`src/rtl/fih_pkg.sv`:
```
package fih_pkg;

    typedef enum logic [1:0] {
        SEL_REGFILE = 2'b00,
        SEL_WB      = 2'b01,
        SEL_MEM     = 2'b10
    } opnd_sel_e;

    typedef enum logic {
        ST_RUN    = 1'b0,
        ST_BUBBLE = 1'b1
    } ilk_state_e;

endpackage

```
`src/rtl/fih_match.sv`:
```
// Tells whether one producer stage will write the given source register.
module fih_match #(
    parameter int AW = 5
) (
    input  logic [AW-1:0] src,
    input  logic [AW-1:0] dst,
    input  logic          we,
    output logic          hit
);
    localparam logic [AW-1:0] ZERO_REG = '0;

    always_comb begin
        hit = we && (dst != ZERO_REG) && (dst == src);
    end
endmodule

```
`src/rtl/fih_opnd_sel.sv`:
```
// Selects the source of one ALU operand; the nearer producer wins.
module fih_opnd_sel
    import fih_pkg::*;
#(
    parameter int AW = 5
) (
    input  logic [AW-1:0] src,
    input  logic [AW-1:0] exmem_dst,
    input  logic          exmem_we,
    input  logic [AW-1:0] memwb_dst,
    input  logic          memwb_we,
    output opnd_sel_e     sel
);
    logic hit_mem;
    logic hit_wb;

    fih_match #(.AW(AW)) u_hit_mem (
        .src (src),
        .dst (exmem_dst),
        .we  (exmem_we),
        .hit (hit_mem)
    );

    fih_match #(.AW(AW)) u_hit_wb (
        .src (src),
        .dst (memwb_dst),
        .we  (memwb_we),
        .hit (hit_wb)
    );

    always_comb begin
        if (hit_mem) begin
            sel = SEL_MEM;
        end else if (hit_wb) begin
            sel = SEL_WB;
        end else begin
            sel = SEL_REGFILE;
        end
    end
endmodule

```
`src/rtl/fih_load_use.sv`:
```
// Detects a load in decode/execute whose result the decode instruction needs in the ALU.
module fih_load_use #(
    parameter int AW = 5
) (
    input  logic [AW-1:0] id_src1,
    input  logic [AW-1:0] id_src2,
    input  logic          id_store,
    input  logic [AW-1:0] idex_dst,
    input  logic          idex_we,
    input  logic          idex_load,
    output logic          hazard
);
    logic hit1;
    logic hit2;
    logic producer_is_load;

    fih_match #(.AW(AW)) u_hit1 (
        .src (id_src1),
        .dst (idex_dst),
        .we  (idex_we),
        .hit (hit1)
    );

    fih_match #(.AW(AW)) u_hit2 (
        .src (id_src2),
        .dst (idex_dst),
        .we  (idex_we),
        .hit (hit2)
    );

    always_comb begin
        producer_is_load = idex_load;
        // A store's source 2 is data only; it is served by the store-data path.
        hazard = producer_is_load && (hit1 || (hit2 && !id_store));
    end
endmodule

```
`src/rtl/fih_stall_fsm.sv`:
```
// Limits every load-use stall to a single bubble.
module fih_stall_fsm
    import fih_pkg::*;
(
    input  logic clk,
    input  logic rst_n,
    input  logic hazard,
    output logic stall
);
    ilk_state_e state_q;
    ilk_state_e state_d;

    always_ff @(posedge clk or negedge rst_n) begin
        if (!rst_n) begin
            state_q <= ST_RUN;
        end else begin
            state_q <= state_d;
        end
    end

    always_comb begin
        state_d = state_q;
        stall   = 1'b0;
        unique case (state_q)
            ST_RUN: begin
                stall = hazard;
                if (hazard) begin
                    state_d = ST_BUBBLE;   // T_HAZARD
                end else begin
                    state_d = ST_RUN;      // T_CONTINUE
                end
            end
            ST_BUBBLE: begin
                stall   = 1'b0;
                state_d = ST_RUN;          // T_RESUME
            end
            default: begin
                stall   = 1'b0;
                state_d = ST_RUN;
            end
        endcase
    end
endmodule

```
`src/rtl/fwd_interlock_unit.sv`:
```
module fwd_interlock_unit
    import fih_pkg::*;
#(
    parameter int AW = 5
) (
    input  logic          clk,
    input  logic          rst_n,
    input  logic [AW-1:0] id_src1,
    input  logic [AW-1:0] id_src2,
    input  logic          id_store,
    input  logic [AW-1:0] ex_src1,
    input  logic [AW-1:0] ex_src2,
    input  logic [AW-1:0] idex_dst,
    input  logic          idex_we,
    input  logic          idex_load,
    input  logic [AW-1:0] exmem_dst,
    input  logic          exmem_we,
    input  logic          mem_store,
    input  logic [AW-1:0] mem_src2,
    input  logic [AW-1:0] memwb_dst,
    input  logic          memwb_we,
    output logic [1:0]    fwd_a,
    output logic [1:0]    fwd_b,
    output logic          st_fwd,
    output logic          stall
);
    localparam int NUM_SRC = 2;

    logic [AW-1:0] ex_src  [NUM_SRC];
    opnd_sel_e     src_sel [NUM_SRC];
    logic          st_hit;
    logic          ld_hazard;

    assign ex_src[0] = ex_src1;
    assign ex_src[1] = ex_src2;

    for (genvar g = 0; g < NUM_SRC; g++) begin : g_opnd
        fih_opnd_sel #(.AW(AW)) u_sel (
            .src       (ex_src[g]),
            .exmem_dst (exmem_dst),
            .exmem_we  (exmem_we),
            .memwb_dst (memwb_dst),
            .memwb_we  (memwb_we),
            .sel       (src_sel[g])
        );
    end

    assign fwd_a = src_sel[0];
    assign fwd_b = src_sel[1];

    // Store data in the memory stage may come from the write-back value.
    fih_match #(.AW(AW)) u_store_hit (
        .src (mem_src2),
        .dst (memwb_dst),
        .we  (memwb_we),
        .hit (st_hit)
    );

    assign st_fwd = mem_store && st_hit;

    fih_load_use #(.AW(AW)) u_load_use (
        .id_src1   (id_src1),
        .id_src2   (id_src2),
        .id_store  (id_store),
        .idex_dst  (idex_dst),
        .idex_we   (idex_we),
        .idex_load (idex_load),
        .hazard    (ld_hazard)
    );

    fih_stall_fsm u_fsm (
        .clk    (clk),
        .rst_n  (rst_n),
        .hazard (ld_hazard),
        .stall  (stall)
    );
endmodule

```
`config.mk`:
```
export PLATFORM = sky130hd
export DESIGN_NAME = fwd_interlock_unit
export DESIGN_NICKNAME = d
export VERILOG_FILES = /design/src/rtl/fih_pkg.sv /design/src/rtl/fih_match.sv /design/src/rtl/fih_opnd_sel.sv /design/src/rtl/fih_load_use.sv /design/src/rtl/fih_stall_fsm.sv /design/src/rtl/fwd_interlock_unit.sv
export SDC_FILE = /design/constraint.sdc
export NUM_CORES = 1
export LEC_CHECK = 0
export BUFFER_PORTS_ARGS = -buffer_cell sky130_fd_sc_hd__buf_2
export CORE_MARGIN = 5
export CORE_UTILIZATION = 30
export CTS_CLUSTER_DIAMETER = 60
export CTS_CLUSTER_SIZE = 28
export DETAILED_ROUTE_END_ITERATION = 6
export PLACE_DENSITY = 0.74
export SETUP_SLACK_MARGIN = 0.05
export SLEW_MARGIN = 40
export SYNTH_ARGS = -nofsm -noshare
export SYNTH_HDL_FRONTEND = slang
export SYNTH_SLANG_ARGS = --single-unit
```
`constraint.sdc`:
```
create_clock -name clk -period 1 [get_ports clk]
set_input_delay 0.05 -clock clk [delete_from_list [all_inputs] [get_ports clk]]
set_output_delay 0.05 -clock clk [all_outputs]
set_load 0.01 [all_outputs]
```
==> flow_summary_export.csv, run 1 <==
group,metric,value,unit
run_status,outcome,"complete, but fails checks",
run_status,violations,"negative setup slack",
drt,drt_iter0_markers,3,
synthesis,synth_top_area_cell,"xor2_1",
worst_setup_path,slowest_stage,"or4_4",
pwr,seqPwrFrac,0.088,
synthesis,yosys_warnings,0,
drt,drc,0,
cells_and_area,antenna_cells,0,
synthesis,synth_seq_cells,1,
global_route,grtUsageMet1,0.148,
worst_setup_path,crit_path_max_fanout,4,
synthesis,ys_top_cells_by_area,"xor2_1, xnor2_1, or4_1, dfrtp_1, nor4_2",
timing,slew_headroom,0.792,
drt,viasPerCell,4.71,
cells_and_area,fin_nets,185,
worst_setup_path,path_buf_inv,2,
place,port_buffers,53,
timing,fin_setup_tns,-1.51,ns
cells_and_area,top_regs,"u_fsm.state_q: 1 flops",
worst_setup_path,slowest_delay,0.54,ns
clocking,path_clk_slew,0,ns
timing,fin_crit_sh,1.34,
die,core_area,1540,um2
timing,worst_slack,-0.339,ns
global_route,gr-total-overflow,0,
cells_and_area,largest_register_ffs,1,
pwr,switchingPower,192,uW
die,die_area,2590,um2
drt,drt_pass1_iterations,2,
timing,clock_skew,0,ns
die,ios,54,
synthesis,syn_nets,110,
worst_setup_path,worstSetupPathType,"input port to output port",
drt,wl,1940,um
die,initial_utilization,0.325,
cells_and_area,drive_gt1_frac,0.659,
worst_setup_path,crit_chain,"buf_4 > xor2_1 > or4_4 > nor4_4 > buf_2",
timing,max_freq,747,MHz
cells_and_area,final_util,0.722,
pwr,p_leak,0.000541,uW
synthesis,synth_enable_flop_cells,0,
timing,final_max_slew_viol_count,0,
synthesis,synthCells,62,
synthesis,yosysTopAreaCellShare,0.420,
global_route,grt_max_degree,5,
clocking,cts_setup_buffers,0,
synthesis,async_flop_share,1.00,
synthesis,synth.distinct_cells,16,
global_route,track_usage,0.151,
pwr,combPwrFrac,0.912,
synthesis,synth_ff_type,"dfrtp_1",
synthesis,synth.most_common_cell,"xor2_1",
drt,num_vias,711,
drt,drtAntennaViolNets,0,
timing,worst_pin_slew,0.312,ns
worst_setup_path,crit_arrival,1.29,ns
worst_setup_path,critical_path.endpoint_type,"output port",
worst_setup_path,path_delay_family,"simple AND/OR/NAND/NOR gates",
cells_and_area,top_register,"u_fsm.state_q",
timing,finalHoldViolations,0,
clocking,insertion_delay,0,ns
pwr,p_int,290,uW
drt,wl_per_cell,12.8,um
timing,period_needed,1.34,ns
place,gp_congestion,0.791,
flow_run,maxCapViolCount,0,
global_route,grt_pass1_wl,3180,um
pwr,swShare,0.398,
synthesis,avgSynthCellArea,8.07,um2
global_route,grt_pass1_vias,793,
synthesis,yosysSeqAreaShare,0.0500,
worst_setup_path,required,0.95,ns
global_route,antenna_found_initial,0,
die,die_y,50.8,um
pwr,ir_drop,0.307,mV
synthesis,ys_top_cells_by_count,"xor2_1, xnor2_1, or4_1",
timing,rsz0062_at_grt,"yes",
pwr,power_density,433,nW/um2
worst_hold_path,hold_path_class,"input port to flip-flop",
cells_and_area,area_growth,122,%
die,rows,14,
place,dp_hpwl,1790,um
global_route,busiest_layer,"met2",
global_route,grt_util_met2,0.318,
synthesis,netlist_area,500,um2
global_route,global_route.usage.met3,0.0436,
worst_setup_path,crit_path_start_kind,"input port",
timing,setup_viol,7,
die,die_w,50.8,um
pwr,power.clock.fraction,0,
==> power by group through the flow <==
stage / clock [uW] / sequential (uW) / combinational [uW]
3_5_place_dp: 0 / 42.3 / 392
5_1_grt: 0 / 42.4 / 480
6_report: 0 / 42.2 / 439
4_1_cts: 0 / 42.3 / 429
2_1_floorplan: 0 / 42.2 / 167
3_3_place_gp: 0 / 42.2 / 378
==> through the flow <==
step	std cells	cell area, um2	hold slack [ns]	total power [uW]	worst slack (ns)
2_1_floorplan	62	577	-0.246	209	-0.100
3_3_place_gp	150	1000	-0.175	420	-0.351
3_5_place_dp	150	1000	-0.171	434	-0.363
4_1_cts	151	1090	0.360	472	-0.347
5_1_grt	151	1110	0.366	523	-0.396
6_report	151	1110	0.353	481	-0.339
==> path summary, 6_finish.rpt <==
| check | slack, ns | from | to | cells past startpoint |
|---|---|---|---|---|
| max reg2reg | 0.24 | u_fsm.state_q | u_fsm.state_q | 1 |
| max | -0.34 | memwb_dst[1] | fwd_a[0] | 5 |
| max in group asynchronous | 0.55 | rst_n | u_fsm.state_q | 2 |
| min | 0.35 | idex_we | u_fsm.state_q | 3 |
| min in group asynchronous | 0.37 | rst_n | u_fsm.state_q | 2 |
| min reg2reg | 0.46 | u_fsm.state_q | u_fsm.state_q | 1 |
==> cell families (layout without fill, tap and decap cells) <==
group	after synthesis	after routing	share of synthesized area
buffers and inverters	2	75	0.0300
AND/OR/NAND/NOR	20	20	0.248
flip-flops	1	1	0.0500
AO/OA/AOI/OAI	4	4	0.0600
XOR/XNOR	35	35	0.612
==> placed cells by master (no fill, tap or decap) <==
master	instances
or4_4	3
xnor2_2	4
xor2_1	24
nor2_1	3
a22oi_1	1
nor4_4	4
dfrtp_1	1
buf_2	44
nor3_1	2
o21ai_1	1
nand3_1	1
nand4_1	1
xnor2_1	7
or4_1	1
nand2_1	2
nor3_2	1
buf_4	23
nor4_1	1
nand3_2	1
dlygate4sd3_1	1
o21ai_4	1
a2111oi_4	1
buf_6	7
==> cell type report <==
class                   instances  area (um2)
fillers                       113         429
multi-input cells              59         586
flip-flops and latches          1        25.0
well taps                      16        20.0
repair buffers                 75         482
==> tightest hold or removal path, cell delays in order <==
cell and delay (ns):
buf_2 0.10, nand2_1 0.09, a2111oi_4 0.06
==> routing by layer <==
| metal | vias to the layer above | wire length, um |
|---|---|---|
| met5 | - | 0 |
| li1 | 362 | - |
| met1 | 304 | 598 |
| met3 | 0 | 275 |
| met2 | 45 | 1060 |
| met4 | 0 | 0 |
==> what timing repair did <==
action                                  CTS  global route
hold buffers                              1             0
resized for setup                        13             4
pin swaps                                 5             2
endpoints found under the setup margin    7             7
hold endpoints to repair                  1             0
Power figures use the tool's default switching activity.
==> run 2: changes to the inputs <==
--- a/config.mk
+++ b/config.mk
@@ -6,7 +6,7 @@
 export NUM_CORES = 1
 export LEC_CHECK = 0
 export BUFFER_PORTS_ARGS = -buffer_cell sky130_fd_sc_hd__buf_2
-export CORE_MARGIN = 5
+export CORE_MARGIN = 2
 export CORE_UTILIZATION = 30
 export CTS_CLUSTER_DIAMETER = 60
 export CTS_CLUSTER_SIZE = 28
==> constraint.sdc (replaced) <==
create_clock -name clk -period 1.1 [get_ports clk]
set_input_delay 0.055 -clock clk [delete_from_list [all_inputs] [get_ports clk]]
set_output_delay 0.055 -clock clk [all_outputs]
set_load 0.01 [all_outputs]
==> run 2 against run 1 <==
  * The flow still finishes with violations (negative setup slack)
  * Worst hold slack gained 0.0064 ns
  * Cell area shrank 3.0%
  * Flip-flop and latch count is the same
  * First-iteration DRC count grew 33%
  * Sequential share of layout area grew 0.070 points
  * Critical path type unchanged
==> flow_summary_export.csv, run 2 (synthesis gave the netlist of run 1 again) <==
group,metric,value,unit
cells_and_area,antenna_cells,0,
global_route,grt_max_degree,5,
clocking,path_clk_slew,0,ns
worst_setup_path,reg2reg_to,"u_fsm.state_q",
pwr,power_density,393,nW/um2
timing,setup_viol,6,
die,die_w,44.8,um
run_status,outcome,"complete, but fails checks",
cells_and_area,drive_gt1_frac,0.644,
drt,drtAntennaViolNets,0,
flow_run,maxCapViolCount,0,
worst_setup_path,startpoint,"memwb_dst[1]",
global_route,antenna_found_initial,0,
place,dp_hpwl,1440,um
place,port_buffers,53,
global_route,gr-total-overflow,0,
drt,wl,1800,um
pwr,seqPwrFrac,0.091,
worst_setup_path,required,1.04,ns
worst_setup_path,crit_arrival,1.31,ns
timing,finalHoldViolations,0,
worst_setup_path,critical_path.endpoint_type,"output port",
timing,final_max_slew_viol_count,0,
cells_and_area,stdcell_area,1080,um2
timing,rsz0062_at_grt,"yes",
pwr,swShare,0.401,
die,die_y,44.8,um
cells_and_area,nFillCells,116,
drt,drt_pass1_iterations,4,
drt,num_vias,709,
pwr,switchingPower,170,uW
place,gp_congestion,0.673,
worst_hold_path,hold_path_class,"input port to flip-flop",
timing,fin_crit_sh,1.24,
worst_setup_path,reg2reg_from,"u_fsm.state_q",
pwr,ir_drop,0.240,mV
cells_and_area,area_growth,115,%
timing,period_needed,1.36,ns
global_route,grt_pass1_wl,2770,um
timing,worst_pin_slew,0.366,ns
die,die_area,2010,um2
drt,wl_per_cell,12.1,um
global_route,track_usage,0.176,
cells_and_area,top_regs,"u_fsm.state_q: 1 flops",
place,placed_cell_area,942,um2
timing,worst_slack,-0.260,ns
timing,clock_skew,0,ns
clocking,insertion_delay,0,ns
cells_and_area,fin_nets,182,
cells_and_area,top_register,"u_fsm.state_q",
run_status,violations,"negative setup slack",
global_route,grt_pass1_vias,739,
die,initial_utilization,0.325,
drt,drt_iter0_markers,4,
pwr,power.clock.fraction,0,
worst_setup_path,endpoint,"fwd_a[0]",
cells_and_area,layout_common_cells,"buf_2, xor2_1, buf_4, xnor2_1, buf_6",
drt,drc,0,
worst_setup_path,crit_path_start_kind,"input port",
timing,max_freq,735,MHz
worst_setup_path,worstSetupPathType,"input port to output port",
worst_setup_path,rr_worst_depth,1,
cells_and_area,largest_register_ffs,1,
drt,viasPerCell,4.79,
die,core_area,1540,um2
place,dp_slack,-0.266,ns
worst_setup_path,crit_path_max_fanout,4,
timing,slew_headroom,0.754,
worst_setup_path,r2r_setup_slack,0.34,ns
cells_and_area,regArea,25.0,um2
die,ios,54,
pwr,p_int,254,uW
pwr,combPwrFrac,0.909,
cells_and_area,multi_input_area,567,um2
pwr,p_leak,0.000512,uW
cells_and_area,final_common_cell,"buf_2",
die,rows,14,
[run 2: worst max-delay path, cell delays in order]
cell and delay [ns]:
buf_2 0.12, xor2_1 0.16, or4_4 0.54, nor4_4 0.27, buf_2 0.16
[run 2: area by class of cell]
| type | instances | area share |
|---|---|---|
| Tap cell | 16 | 0.0186 |
| Sequential cell | 1 | 0.0232 |
| Multi-Input combinational cell | 59 | 0.526 |
| Timing Repair Buffer | 72 | 0.433 |
[run 2: worst min-delay path by stage]
stage                     startpoint            end  slack [ns]  cells past startpoint
after floorplan                rst_n  u_fsm.state_q       -0.24                      0
after global placement         rst_n  u_fsm.state_q       -0.17                      1
after detailed placement       rst_n  u_fsm.state_q       -0.17                      1
after CTS                  idex_load  u_fsm.state_q        0.36                      3
after global routing           rst_n  u_fsm.state_q        0.39                      2
final                        idex_we  u_fsm.state_q        0.36                      3
[run 2: power by group through the flow]
stage	combinational (uW)	sequential [uW]	clock [uW]
finish	385	38.4	0
global route	417	38.5	0
CTS	368	38.4	0
detailed placement	327	38.5	0
global placement	318	38.4	0
floorplan	139	38.4	0
[run 2: metrics by stage]
step / hold slack [ns] / TNS [ns] / power, uW / utilization / instances
after floorplan: -0.241 / -0.0201 / 178 / - / 62
after global placement: -0.170 / -1.16 / 356 / 0.611 / 146
after detailed placement: -0.168 / -1.32 / 366 / 0.611 / 146
after CTS: 0.364 / -0.860 / 406 / 0.678 / 147
after global routing: 0.388 / -1.09 / 456 / 0.700 / 148
final: 0.359 / -0.871 / 423 / 0.700 / 148
[run 2: what timing repair did]
action	in CTS	in global routing
resized for setup	20	4
pin swaps	9	1
endpoints found under the hold margin	1	0
setup endpoints to repair	7	7
setup buffers	0	1
hold buffers	1	0
[run 2: routing by layer]
layer	up-vias	global-route usage	wire, um	part of all wire
met5	-	0	0	0
li1	357	-	-	-
met3	0	0.00800	182	0.10
met2	44	0.397	974	0.54
met4	0	0	0	0
met1	308	0.182	640	0.36
==> run 3: changes to the inputs <==
--- a/config.mk
+++ b/config.mk
@@ -6,7 +6,6 @@
 export NUM_CORES = 1
 export LEC_CHECK = 0
 export BUFFER_PORTS_ARGS = -buffer_cell sky130_fd_sc_hd__buf_2
-export CORE_MARGIN = 2
 export CORE_UTILIZATION = 30
 export CTS_CLUSTER_DIAMETER = 60
 export CTS_CLUSTER_SIZE = 28
==> run 3 against run 2 <==
  * The flow still finishes with violations (negative setup slack)
  * Flip-flop and latch count stayed put
  * Maximum frequency decreased by 1.6%
  * Register-to-register slack lost 0.02 ns
  * Via count is 4.2% higher
  * Wire length is 14% higher
  * Clock skew stayed put
  * Core utilization increased by 2.6 points
  * Largest power group unchanged
==> flow_summary_export.csv, run 3 (synthesis gave the netlist of run 1 again) <==
group,metric,value,unit
place,dp_slack,-0.279,ns
global_route,grt_pass1_wl,3060,um
timing,final_max_slew_viol_count,0,
die,initial_utilization,0.328,
timing,finalHoldViolations,0,
clocking,path_clk_slew,0,ns
worst_hold_path,hold_start,"idex_we",
die,die_area,1840,um2
worst_setup_path,crit_path_start_kind,"input port",
cells_and_area,stdcell_area,1110,um2
timing,slew_headroom,0.746,
drt,drc,0,
cells_and_area,top_register,"u_fsm.state_q",
timing,setup_viol,6,
pwr,p_leak,0.000520,uW
cells_and_area,layout_common_cells,"buf_2, xor2_1, buf_4, xnor2_1, buf_6",
die,ios,54,
timing,clock_skew,0,ns
timing,max_freq,724,MHz
drt,wl_per_cell,13.9,um
cells_and_area,top_regs,"u_fsm.state_q: 1 flops",
worst_setup_path,critical_path.endpoint_type,"output port",
place,port_buffers,53,
drt,wl,2040,um
place,dp_hpwl,1520,um
drt,num_vias,739,
cells_and_area,largest_register_ffs,1,
run_status,outcome,"complete, but fails checks",
die,die_y,42.8,um
global_route,grt_pass1_vias,751,
worst_setup_path,crit_arrival,1.33,ns
worst_setup_path,required,1.04,ns
drt,drtAntennaViolNets,0,
worst_setup_path,crit_path_max_fanout,4,
cells_and_area,drive_gt1_frac,0.664,
pwr,power_density,405,nW/um2
flow_run,maxCapViolCount,0,
drt,drt_iter0_markers,0,
timing,whs,0.362,ns
run_status,violations,"negative setup slack",
die,core_area,1520,um2
worst_hold_path,hold_path_class,"input port to flip-flop",
place,gp_congestion,0.738,
timing,period_needed,1.38,ns
global_route,antenna_found_initial,0,
timing,fin_crit_sh,1.26,
worst_setup_path,startpoint,"memwb_dst[1]",
cells_and_area,final_common_cell,"buf_2",
die,die_w,42.8,um
worst_setup_path,worstSetupPathType,"input port to output port",
pwr,ir_drop,0.264,mV
timing,worst_slack,-0.282,ns
timing,worst_pin_slew,0.378,ns
global_route,track_usage,0.217,
cells_and_area,antenna_cells,0,
die,rows,14,
worst_setup_path,reg2reg_from,"u_fsm.state_q",
drt,viasPerCell,5.03,
place,placed_cell_area,927,um2
cells_and_area,fin_nets,181,
timing,rsz0062_at_grt,"yes",
clocking,insertion_delay,0,ns
cells_and_area,area_growth,121,%
global_route,gr-total-overflow,0,
drt,drt_pass1_iterations,1,
global_route,grt_max_degree,5,
cells_and_area,final_util,0.726,
==> run 3: cell types whose count changed in the layout (fill, tap and decap cells not counted), sizes merged <==
cell  change
buf       -1
==> run 3: final timing paths <==
kind	endpoint	slack [ns]	cells after the start
max reg2reg	u_fsm.state_q	0.32	1
max	fwd_a[0]	-0.28	5
min in group asynchronous	u_fsm.state_q	0.37	2
min reg2reg	u_fsm.state_q	0.47	1
min	u_fsm.state_q	0.36	3
max in group asynchronous	u_fsm.state_q	0.64	2
==> run 3: report_power, final <==
part	total, uW	internal (uW)	switching (uW)
combinational	409	222	188
sequential	38.4	38.0	0.454
clock	0	0	0
total	448	260	188
==> run 3: timing repair <==
item,in CTS,in global routing
endpoints found under the hold margin,1,0
endpoints found under the setup margin,7,7
setup buffers,1,1
pin swaps,8,3
resized for setup,21,7
hold buffers,1,0
==> run 3: layout make-up <==
cell class	instances	area, um2
tap	16	20.0
sequential	1	25.0
multi-input combinational	59	607
timing repair buffer	71	454
fill	115	418
==> run 3: critical path: stages <==
cell and delay [ns]:
buf_2 0.13, xor2_1 0.16, or4_4 0.54, nor4_4 0.28
buf_2 0.17
==> run 3: through the flow <==
step / TNS (ns) / power [uW] / instances
after floorplan: -0.0201 / 178 / 62
after global placement: -1.06 / 353 / 144
after detailed placement: -1.43 / 365 / 144
after CTS: -0.885 / 414 / 146
after global routing: -1.15 / 476 / 147
final: -0.896 / 448 / 147
==> run 3: layer usage <==
layer | share of wire | up-vias | GRT usage | wire (um)
met3 | 0.083 | 0 | 0.0170 | 169
met5 | 0 | - | 0 | 0
met2 | 0.60 | 48 | 0.494 | 1220
li1 | - | 357 | - | -
met4 | 0 | 0 | 0.0438 | 0
met1 | 0.32 | 334 | 0.191 | 655
